`src/rtl/irqsum_pkg.sv`:
```
package irqsum_pkg;
    parameter int SRC_CNT_DEF  = 19;
    parameter int ADDR_W_DEF   = 16;
    parameter int BYTE_W       = 8;
    parameter logic [15:0] BASE_DEF = 16'h0804;

    function automatic int port_count(input int src_cnt);
        return (src_cnt + BYTE_W - 1) / BYTE_W;
    endfunction
endpackage

```
`src/rtl/irqsum_sync.sv`:
```
module irqsum_sync #(
    parameter int W = 19
) (
    input  logic         clk,
    input  logic         rst_n,
    input  logic [W-1:0] async_in,
    output logic [W-1:0] sync_out
);
    typedef struct packed {
        logic [W-1:0] stage1;
        logic [W-1:0] stage2;
    } sync_state_t;

    sync_state_t state_d, state_q;

    always_comb begin
        state_d        = state_q;
        state_d.stage1 = async_in;
        state_d.stage2 = state_q.stage1;
    end

    always_ff @(posedge clk or negedge rst_n) begin
        if (!rst_n) state_q <= '0;
        else        state_q <= state_d;
    end

    assign sync_out = state_q.stage2;
endmodule

```
`src/rtl/irqsum_mask.sv`:
```
module irqsum_mask #(
    parameter int          W      = 19,
    parameter int          PORTS  = 3,
    parameter int          AW     = 16,
    parameter logic [AW-1:0] BASE = 16'h0804
) (
    input  logic          clk,
    input  logic          rst_n,
    input  logic          wr_en,
    input  logic [AW-1:0] addr,
    input  logic [7:0]    wdata,
    output logic [W-1:0]  mask_q
);
    typedef struct packed {
        logic [W-1:0] mask;
    } mask_state_t;

    mask_state_t  state_d, state_q;
    logic [PORTS-1:0] port_hit;

    for (genvar p = 0; p < PORTS; p++) begin : g_hit
        assign port_hit[p] = wr_en && (addr == AW'(BASE + AW'(p)));
    end

    always_comb begin
        state_d = state_q;
        for (int p = 0; p < PORTS; p++) begin
            if (port_hit[p]) begin
                for (int b = 0; b < 8; b++) begin
                    if (p * 8 + b < W) state_d.mask[p * 8 + b] = wdata[b];
                end
            end
        end
    end

    always_ff @(posedge clk or negedge rst_n) begin
        if (!rst_n) state_q <= '{mask: '1};
        else        state_q <= state_d;
    end

    assign mask_q = state_q.mask;
endmodule

```
`src/rtl/irqsum_prio.sv`:
```
module irqsum_prio #(
    parameter int W  = 19,
    parameter int IW = 5
) (
    input  logic [W-1:0]  pend_vec,
    output logic [IW-1:0] low_idx,
    output logic          low_valid
);
    always_comb begin
        low_idx   = '0;
        low_valid = 1'b0;
        for (int i = W - 1; i >= 0; i--) begin
            if (pend_vec[i]) begin
                low_idx   = IW'(i);
                low_valid = 1'b1;
            end
        end
    end
endmodule

```
`src/rtl/pci_irq_summary.sv`:
```
module pci_irq_summary
    import irqsum_pkg::*;
#(
    parameter int            SRC_CNT = SRC_CNT_DEF,
    parameter int            ADDR_W  = ADDR_W_DEF,
    parameter logic [ADDR_W-1:0] BASE = BASE_DEF,
    localparam int           PORTS   = port_count(SRC_CNT),
    localparam int           IDX_W   = $clog2(SRC_CNT),
    localparam int           PAD_W   = PORTS * BYTE_W
) (
    input  logic               clk,
    input  logic               rst_n,
    input  logic [SRC_CNT-1:0] irq_req,
    input  logic [ADDR_W-1:0]  bus_addr,
    input  logic [7:0]         bus_wdata,
    input  logic               bus_rd,
    input  logic               bus_wr,
    output logic [7:0]         bus_rdata,
    output logic               cpu_irq,
    output logic [IDX_W-1:0]   pend_idx,
    output logic               pend_valid
);
    logic [SRC_CNT-1:0] req_sync;
    logic [SRC_CNT-1:0] mask_q;
    logic [SRC_CNT-1:0] pend_vec;
    logic [PAD_W-1:0]   raw_padded;
    logic [PORTS-1:0]   rd_hit;

    irqsum_sync #(.W(SRC_CNT)) u_sync (
        .clk      (clk),
        .rst_n    (rst_n),
        .async_in (irq_req),
        .sync_out (req_sync)
    );

    irqsum_mask #(.W(SRC_CNT), .PORTS(PORTS), .AW(ADDR_W), .BASE(BASE)) u_mask (
        .clk    (clk),
        .rst_n  (rst_n),
        .wr_en  (bus_wr),
        .addr   (bus_addr),
        .wdata  (bus_wdata),
        .mask_q (mask_q)
    );

    assign pend_vec = req_sync & ~mask_q;
    assign cpu_irq  = |pend_vec;

    irqsum_prio #(.W(SRC_CNT), .IW(IDX_W)) u_prio (
        .pend_vec  (pend_vec),
        .low_idx   (pend_idx),
        .low_valid (pend_valid)
    );

    assign raw_padded = PAD_W'(req_sync);

    for (genvar p = 0; p < PORTS; p++) begin : g_rd
        assign rd_hit[p] = bus_rd && (bus_addr == ADDR_W'(BASE + ADDR_W'(p)));
    end

    always_comb begin
        bus_rdata = '0;
        for (int p = 0; p < PORTS; p++) begin
            if (rd_hit[p]) bus_rdata = raw_padded[p * 8 +: 8];
        end
    end
endmodule

```
`config.mk`:
```
export PLATFORM = sky130hd
export DESIGN_NAME = pci_irq_summary
export DESIGN_NICKNAME = d
export VERILOG_FILES = /design/src/rtl/irqsum_pkg.sv /design/src/rtl/irqsum_sync.sv /design/src/rtl/irqsum_mask.sv /design/src/rtl/irqsum_prio.sv /design/src/rtl/pci_irq_summary.sv
export SDC_FILE = /design/constraint.sdc
export NUM_CORES = 1
export LEC_CHECK = 0
export BUFFER_PORTS_ARGS = -buffer_cell sky130_fd_sc_hd__clkbuf_2
export CELL_PAD_IN_SITES_DETAIL_PLACEMENT = 1
export CELL_PAD_IN_SITES_GLOBAL_PLACEMENT = 2
export CORE_ASPECT_RATIO = 1.1
export CORE_MARGIN = 2
export CORE_UTILIZATION = 30
export DETAILED_ROUTE_END_ITERATION = 16
export PLACE_DENSITY = 0.79
export SYNTH_ARGS = -nofsm -noshare
export SYNTH_HDL_FRONTEND = slang
export SYNTH_SLANG_ARGS = --single-unit
```
`constraint.sdc`:
```
create_clock -name clk -period 1.5 [get_ports clk]
set_input_delay 0.075 -clock clk [delete_from_list [all_inputs] [get_ports clk]]
set_output_delay 0.075 -clock clk [all_outputs]
set_load 0.05 [all_outputs]
```
==> flow_summary.ini, run 1 <==
[die]
ios = 62
die-area_um2 = 8150
die_width_um = 86.2
core_um2 = 7130
start_util_pct = 31.3
die_h_um = 94.5
rows = 32

[worst_setup_path]
critPathRequiredTime_ns = 1.42
worstSetupPathType = reg2out
worstPathMaxFanout = 2
endpoint_kind = primary output
start_kind = register
critPathArrivalTime_ns = 1.80

[grt]
grt_usage_pct = 16.3
grt_max_degree = 58
grt_pass1_wl_um = 9930
grt_pass1_vias = 2029
antenna_found_initial = 0
gr-total-overflow = 0

[yosys]
synth-seq-cells = 57
async_flop_share_pct = 100
synthCells = 168
syn_avg_cell_area_um2 = 13.3
ys_types = 30
synthTopCellsByArea = dfrtp_1 43%, dfstp_2 22%, mux2_2 8.6%
synth_edf_count = 0
synth_common_cells = 38 x dfrtp_1, 19 x dfstp_2, 17 x mux2_2
synthFlopType = dfrtp_1
yosysTopAreaCell = dfrtp_1
syn_area_um2 = 2230
synth_top_area_share_pct = 42.6
seq_area_frac_synth_pct = 65.0
yosys.cell_count.top_type = dfrtp_1
synth_nets = 215
yosysWarnings = 0

[clock_tree]
cts-buffers-inserted = 9
clk_path_buf_depth = 2
cts.sinks = 57
htree_levels = 3
cts-root-buf = clkbuf_8
clock_latency_ns = 0.32
tritoncts = built
path_clk_slew_ns = 0.06

[sta]
setup_ws_ns = -0.370
holdWs_ns = 0.0283
slew_viol_final = 0
post-route-period-util_pct = 125
min_period_ns = 1.87
rsz0062_at_grt = yes
hold_violations = 0
setup_violations = 8
fmax_ghz = 0.535
worstMarginPinSlew_ns = 0.329
slew_headroom_pct = 77.9
clock_skew_ns = 0.00198

[finish]
multiInputGateArea_um2 = 1040
area_growth_pct = 74.0
instances_no_fill = 391
utilization_pct = 54.5
n_fill_cell = 746
n_antenna_cell = 0
final_cell_area_um2 = 3880
regArea_um2 = 1450
final_nets = 349
drive_gt1_share_pct = 64.7

[worst_hold_path]
hp-class = in2reg

[drt]
drt_pre_antenna_iters = 3
ant_nets = 0
wire_per_inst_um = 15.9
vias = 1811
dr.first_iter.drc_count = 24
drcViolationCount = 0
avgViaCountPerCell = 4.63
wl_um = 6200

[place]
gp_congestion = 0.810
port-buffer-count = 61
hpwl_um = 4220
dp_cells = 343
placed_area_um2 = 3190

[pwr]
powerDensity_nw_per_um2 = 816
total_power_mw = 3.17
p_leak_nw = 1.76
ir_drop_mv = 0.511

[status]
failed_checks = setup timing
status = finished with violations

[run]
drv_cap = 0
layout by cell type, fill, tap and decap left out, drive strengths merged, types with 3 or more instances in the layout:
cell          n
clkbuf       57
buf          51
dfrtp        38
dlygate4sd3  26
dfstp        19
mux2         17
nor2b        15
nand2        10
nor2          9
a22o          8
inv           7
nand2b        5
nor3          5
clkinv        4
a21oi         4
nor4          4
o21ai         4
nand4         3
a21o          3
a31oi         3
cells by family after synthesis:
family | share of synthesized area, %
AND/OR/NAND/NOR | 16.4
flip-flops | 65.0
AO/OA/AOI/OAI | 8.91
multiplexers | 8.58
buffers and inverters | 1.18
worst paths after layout:
kind | start | to | slack [ns] | cells after the start
worst max-delay path | u_mask.mask_q[0] | pend_idx[4] | -0.37 | 6
worst max register to register | u_mask.mask_q[11] | u_mask.mask_q[11] | 0.62 | 3
max in group asynchronous | rst_n | u_mask.mask_q[2] | 0.91 | 3
min in group asynchronous | rst_n | u_sync.sync_out[3] | 0.29 | 3
worst min-delay path | bus_wdata[2] | u_mask.mask_q[10] | 0.03 | 2
worst min register to register | u_sync.state_d[10] | u_sync.sync_out[10] | 0.35 | 0
stage by stage:
stage	TNS, ns	setup WS (ns)
2_1_floorplan	-0.779	-0.0845
3_5_place_dp	-4.00	-0.231
4_1_cts	-2.39	-0.387
5_1_grt	-3.26	-0.470
6_report	-2.14	-0.370
3_3_place_gp	-3.11	-0.205
registers in the layout, summed over array words and instances, names as in the netlist:
signal,count
u_mask.mask_q,19
u_sync.sync_out,19
u_sync.state_d,19
worst max-delay path: stages (launching register included):
cell     delay [ns]
dfstp_2        0.53
nor2b_1        0.07
a21oi_2        0.18
nand4_1        0.14
buf_4          0.17
nor3_4         0.21
buf_12         0.16
area by class of cell:
class	count	area share (%)
clock buffers	11	3.64
repair buffers	123	28.2
inverters	7	0.676
clock inverters	4	0.515
multi-input cells	104	26.9
flip-flops and latches	57	37.3
well taps	85	2.74
power breakdown:
group / internal, mW / switching [mW]
clock network: 0.623 / 0.565
registers: 1.59 / 0.0295
logic: 0.192 / 0.168
metal layers:
metal | up-vias | track usage, % | routed length [µm]
met4 | 0 | 6.25 | 68
met1 | 905 | 19.8 | 2580
li1 | 858 | - | -
met3 | 7 | 3.76 | 229
met2 | 41 | 28.1 | 3320
met5 | - | 0 | 0
timing repair:
| item | in CTS | in global routing |
|---|---|---|
| setup buffers | 2 | 6 |
| hold buffers | 26 | 0 |
| resized for setup | 36 | 20 |
| pin swaps | 9 | 8 |
| endpoints found under the setup margin | 15 | 22 |
| endpoints found under the hold margin | 75 | 0 |
(Power assumes the default switching activity.)
==> run 2, diff against run 1 <==
Settings changed: CORE_UTILIZATION 30 to 31, SYNTH_HIERARCHICAL set to 1.
==> run 2 against run 1 <==
  * Largest power group unchanged
  * Cell area is 4.9% higher
  * Critical endpoint is now pend_valid
  * Critical path depth is 1 lower
  * Largest cell class unchanged
  * The flow still finishes with violations (setup timing)
  * Synthesized cell count is 6.0% higher
==> flow_summary.ini, run 2 <==
[worst_setup_path]
critPathArrivalTime_ns = 2.13
endpoint_kind = primary output
crit_chain = nor2b_4, or4_4, or3_4, nand2b_4, buf_8
critPathTopFamily = simple AND/OR/NAND/NOR gates
r2r_slack_ns = 0.73
startpoint = u_mask/mask_q[10]
cpMaxStageDelayCell = dfstp_2
worst-path-stages = 5
worstSetupPathType = reg2out
start_kind = register
critPathRequiredTime_ns = 1.42
crit_buf_inv = 1
ff2ff_path_depth = 1
worstPathMaxFanout = 2
endpoint = pend_valid
slowest_delay_ns = 0.55
rr_startpoint = u_mask/mask_q[18]
reg2reg_to = u_mask/mask_q[18]

[sta]
post-route-period-util_pct = 147
setup_tns_ns = -4.35
min_period_ns = 2.20
rsz0062_at_grt = yes
fmax_ghz = 0.454
worstMarginPinSlew_ns = 0.414
holdWs_ns = 0.0283
setup_violations = 7
clock_skew_ns = 0.00268
slew_headroom_pct = 72.3
hold_violations = 0
slew_viol_final = 0
setup_ws_ns = -0.702

[clock_tree]
path_clk_slew_ns = 0.06
cts.sinks = 57
tritoncts = built
cts-buffers-inserted = 9
clock_latency_ns = 0.33
clk_path_buf_depth = 2
cts-root-buf = clkbuf_8
htree_levels = 3

[yosys]
synth_nets = 225
async_flop_share_pct = 100
yosys.cell_count.top_type = dfrtp_1
synth-seq-cells = 57
seq_area_frac_synth_pct = 59.3
synthCells = 178
ys_types = 38
syn_avg_cell_area_um2 = 13.7
synthFlopType = dfrtp_1
synth_top_area_share_pct = 38.9
synthTopCellsByArea = dfrtp_1 39%, dfstp_2 20%, mux2_2 5.1%
syn_area_um2 = 2450
synth_common_cells = 38 x dfrtp_1, 20 x nor2_1, 19 x dfstp_2
yosysWarnings = 6
yosysTopAreaCell = dfrtp_1
synth_edf_count = 0

[drt]
drcViolationCount = 0
wl_um = 6770
dr.first_iter.drc_count = 40
ant_nets = 0
avgViaCountPerCell = 4.52
wire_per_inst_um = 16.1
drt_pre_antenna_iters = 3
vias = 1903

[grt]
grt_max_degree = 58
grtUsageMet1_pct = 19.9
grt_pass1_wl_um = 10600
antenna_found_initial = 0
grt-busiest-layer = met2
grtUsageMet3_pct = 3.82
grt_use_met2_pct = 28.7
grt_usage_pct = 16.7
gr-total-overflow = 0
grt_pass1_vias = 2181

[place]
hpwl_um = 4690
port-buffer-count = 61
dp_cells = 375
gp_congestion = 0.824

[worst_hold_path]
hp-class = in2reg

[finish]
final_cell_mix = 47 x clkbuf_2, 38 x dfrtp_1, 29 x buf_4
area_growth_pct = 66.5
instances_no_fill = 421
final_nets = 358
drive_gt1_share_pct = 64.6
n_antenna_cell = 0
final_common_cell = clkbuf_2

[die]
start_util_pct = 32.4
die_h_um = 97.2
die_width_um = 88.7
ios = 62
rows = 33
die-area_um2 = 8620
core_um2 = 7560

[status]
failed_checks = setup timing
status = finished with violations

[pwr]
ir_drop_mv = 0.645
p_leak_nw = 1.80
total_power_mw = 3.48
powerDensity_nw_per_um2 = 855

[run]
drv_cap = 0
[run 2: cell count changes after synthesis, moves of 5 or more]
cell | previous run | this run
mux2i_1 | 0 | 8
mux2_4 | 0 | 8
nor2_1 | 8 | 20
mux2_2 | 17 | 11
nand2b_1 | 5 | 0
nor2b_4 | 0 | 7
a22o_1 | 8 | 0
nand2_1 | 10 | 1
[run 2: logic make-up (layout without fill, tap and decap cells)]
logic type	count (synthesis)	in the layout	synth area share, %
buffers and inverters	6	144	1.28
DFF	57	57	59.3
muxes	27	27	13.2
and+or+nand+nor	74	74	22.4
AOI/OAI and AO/OA	14	14	3.84
[run 2: metal layers]
| layer | vias to the layer above | part of all wire (%) |
|---|---|---|
| met4 | 0 | 1.4 |
| met2 | 48 | 53 |
| met5 | - | 0 |
| met1 | 943 | 42 |
| met3 | 7 | 4.0 |
| li1 | 905 | - |
[run 2: cell type report]
type                            instances  area, µm²
Fill cell                             775       3480
Sequential cell                        57       1450
Multi-Input combinational cell        115       1190
Timing Repair Buffer                  124       1090
Clock buffer                           11        141
Tap cell                              105        131
Clock inverter                          5       55.1
Inverter                                4       17.5
[run 2: report_power, final]
group / switching (mW) / total [mW] / internal (mW)
Clock: 0.604 / 1.41 / 0.806
Sequential: 0.0229 / 1.62 / 1.59
Combinational: 0.216 / 0.456 / 0.241
Total: 0.843 / 3.48 / 2.64
[run 2: how the worst min path moves through the flow]
| stage | from | to | slack, ns | depth (start not counted) |
|---|---|---|---|---|
| after detailed placement | rst_n | u_sync/state_d[2] | 0.11 | 2 |
| after global routing | bus_wdata[6] | u_mask/mask_q[6] | 0.02 | 2 |
| after floorplan | rst_n | u_sync/state_d[0] | -0.22 | 0 |
| after CTS | bus_wdata[6] | u_mask/mask_q[6] | 0.001 | 2 |
| final | bus_wdata[2] | u_mask/mask_q[2] | 0.03 | 2 |
| after global placement | rst_n | u_sync/state_d[2] | 0.09 | 2 |
[run 2: what timing repair did]
item,4_1_cts,5_1_grt
gates cloned,0,0
pin swaps,5,10
hold buffers,25,0
resized for setup,27,24
endpoints found under the setup margin,13,14
setup buffers,1,4
hold endpoints to repair,66,0
[run 2: per-stage QoR]
stage / cell area (µm²) / util [%] / setup slack, ns
2_1_floorplan: 2520 / - / -0.339
3_5_place_dp: 3340 / 44.3 / -0.472
3_3_place_gp: 3340 / 44.3 / -0.461
4_1_cts: 3930 / 52.1 / -0.774
6_report: 4070 / 53.9 / -0.702
5_1_grt: 4070 / 53.9 / -0.763
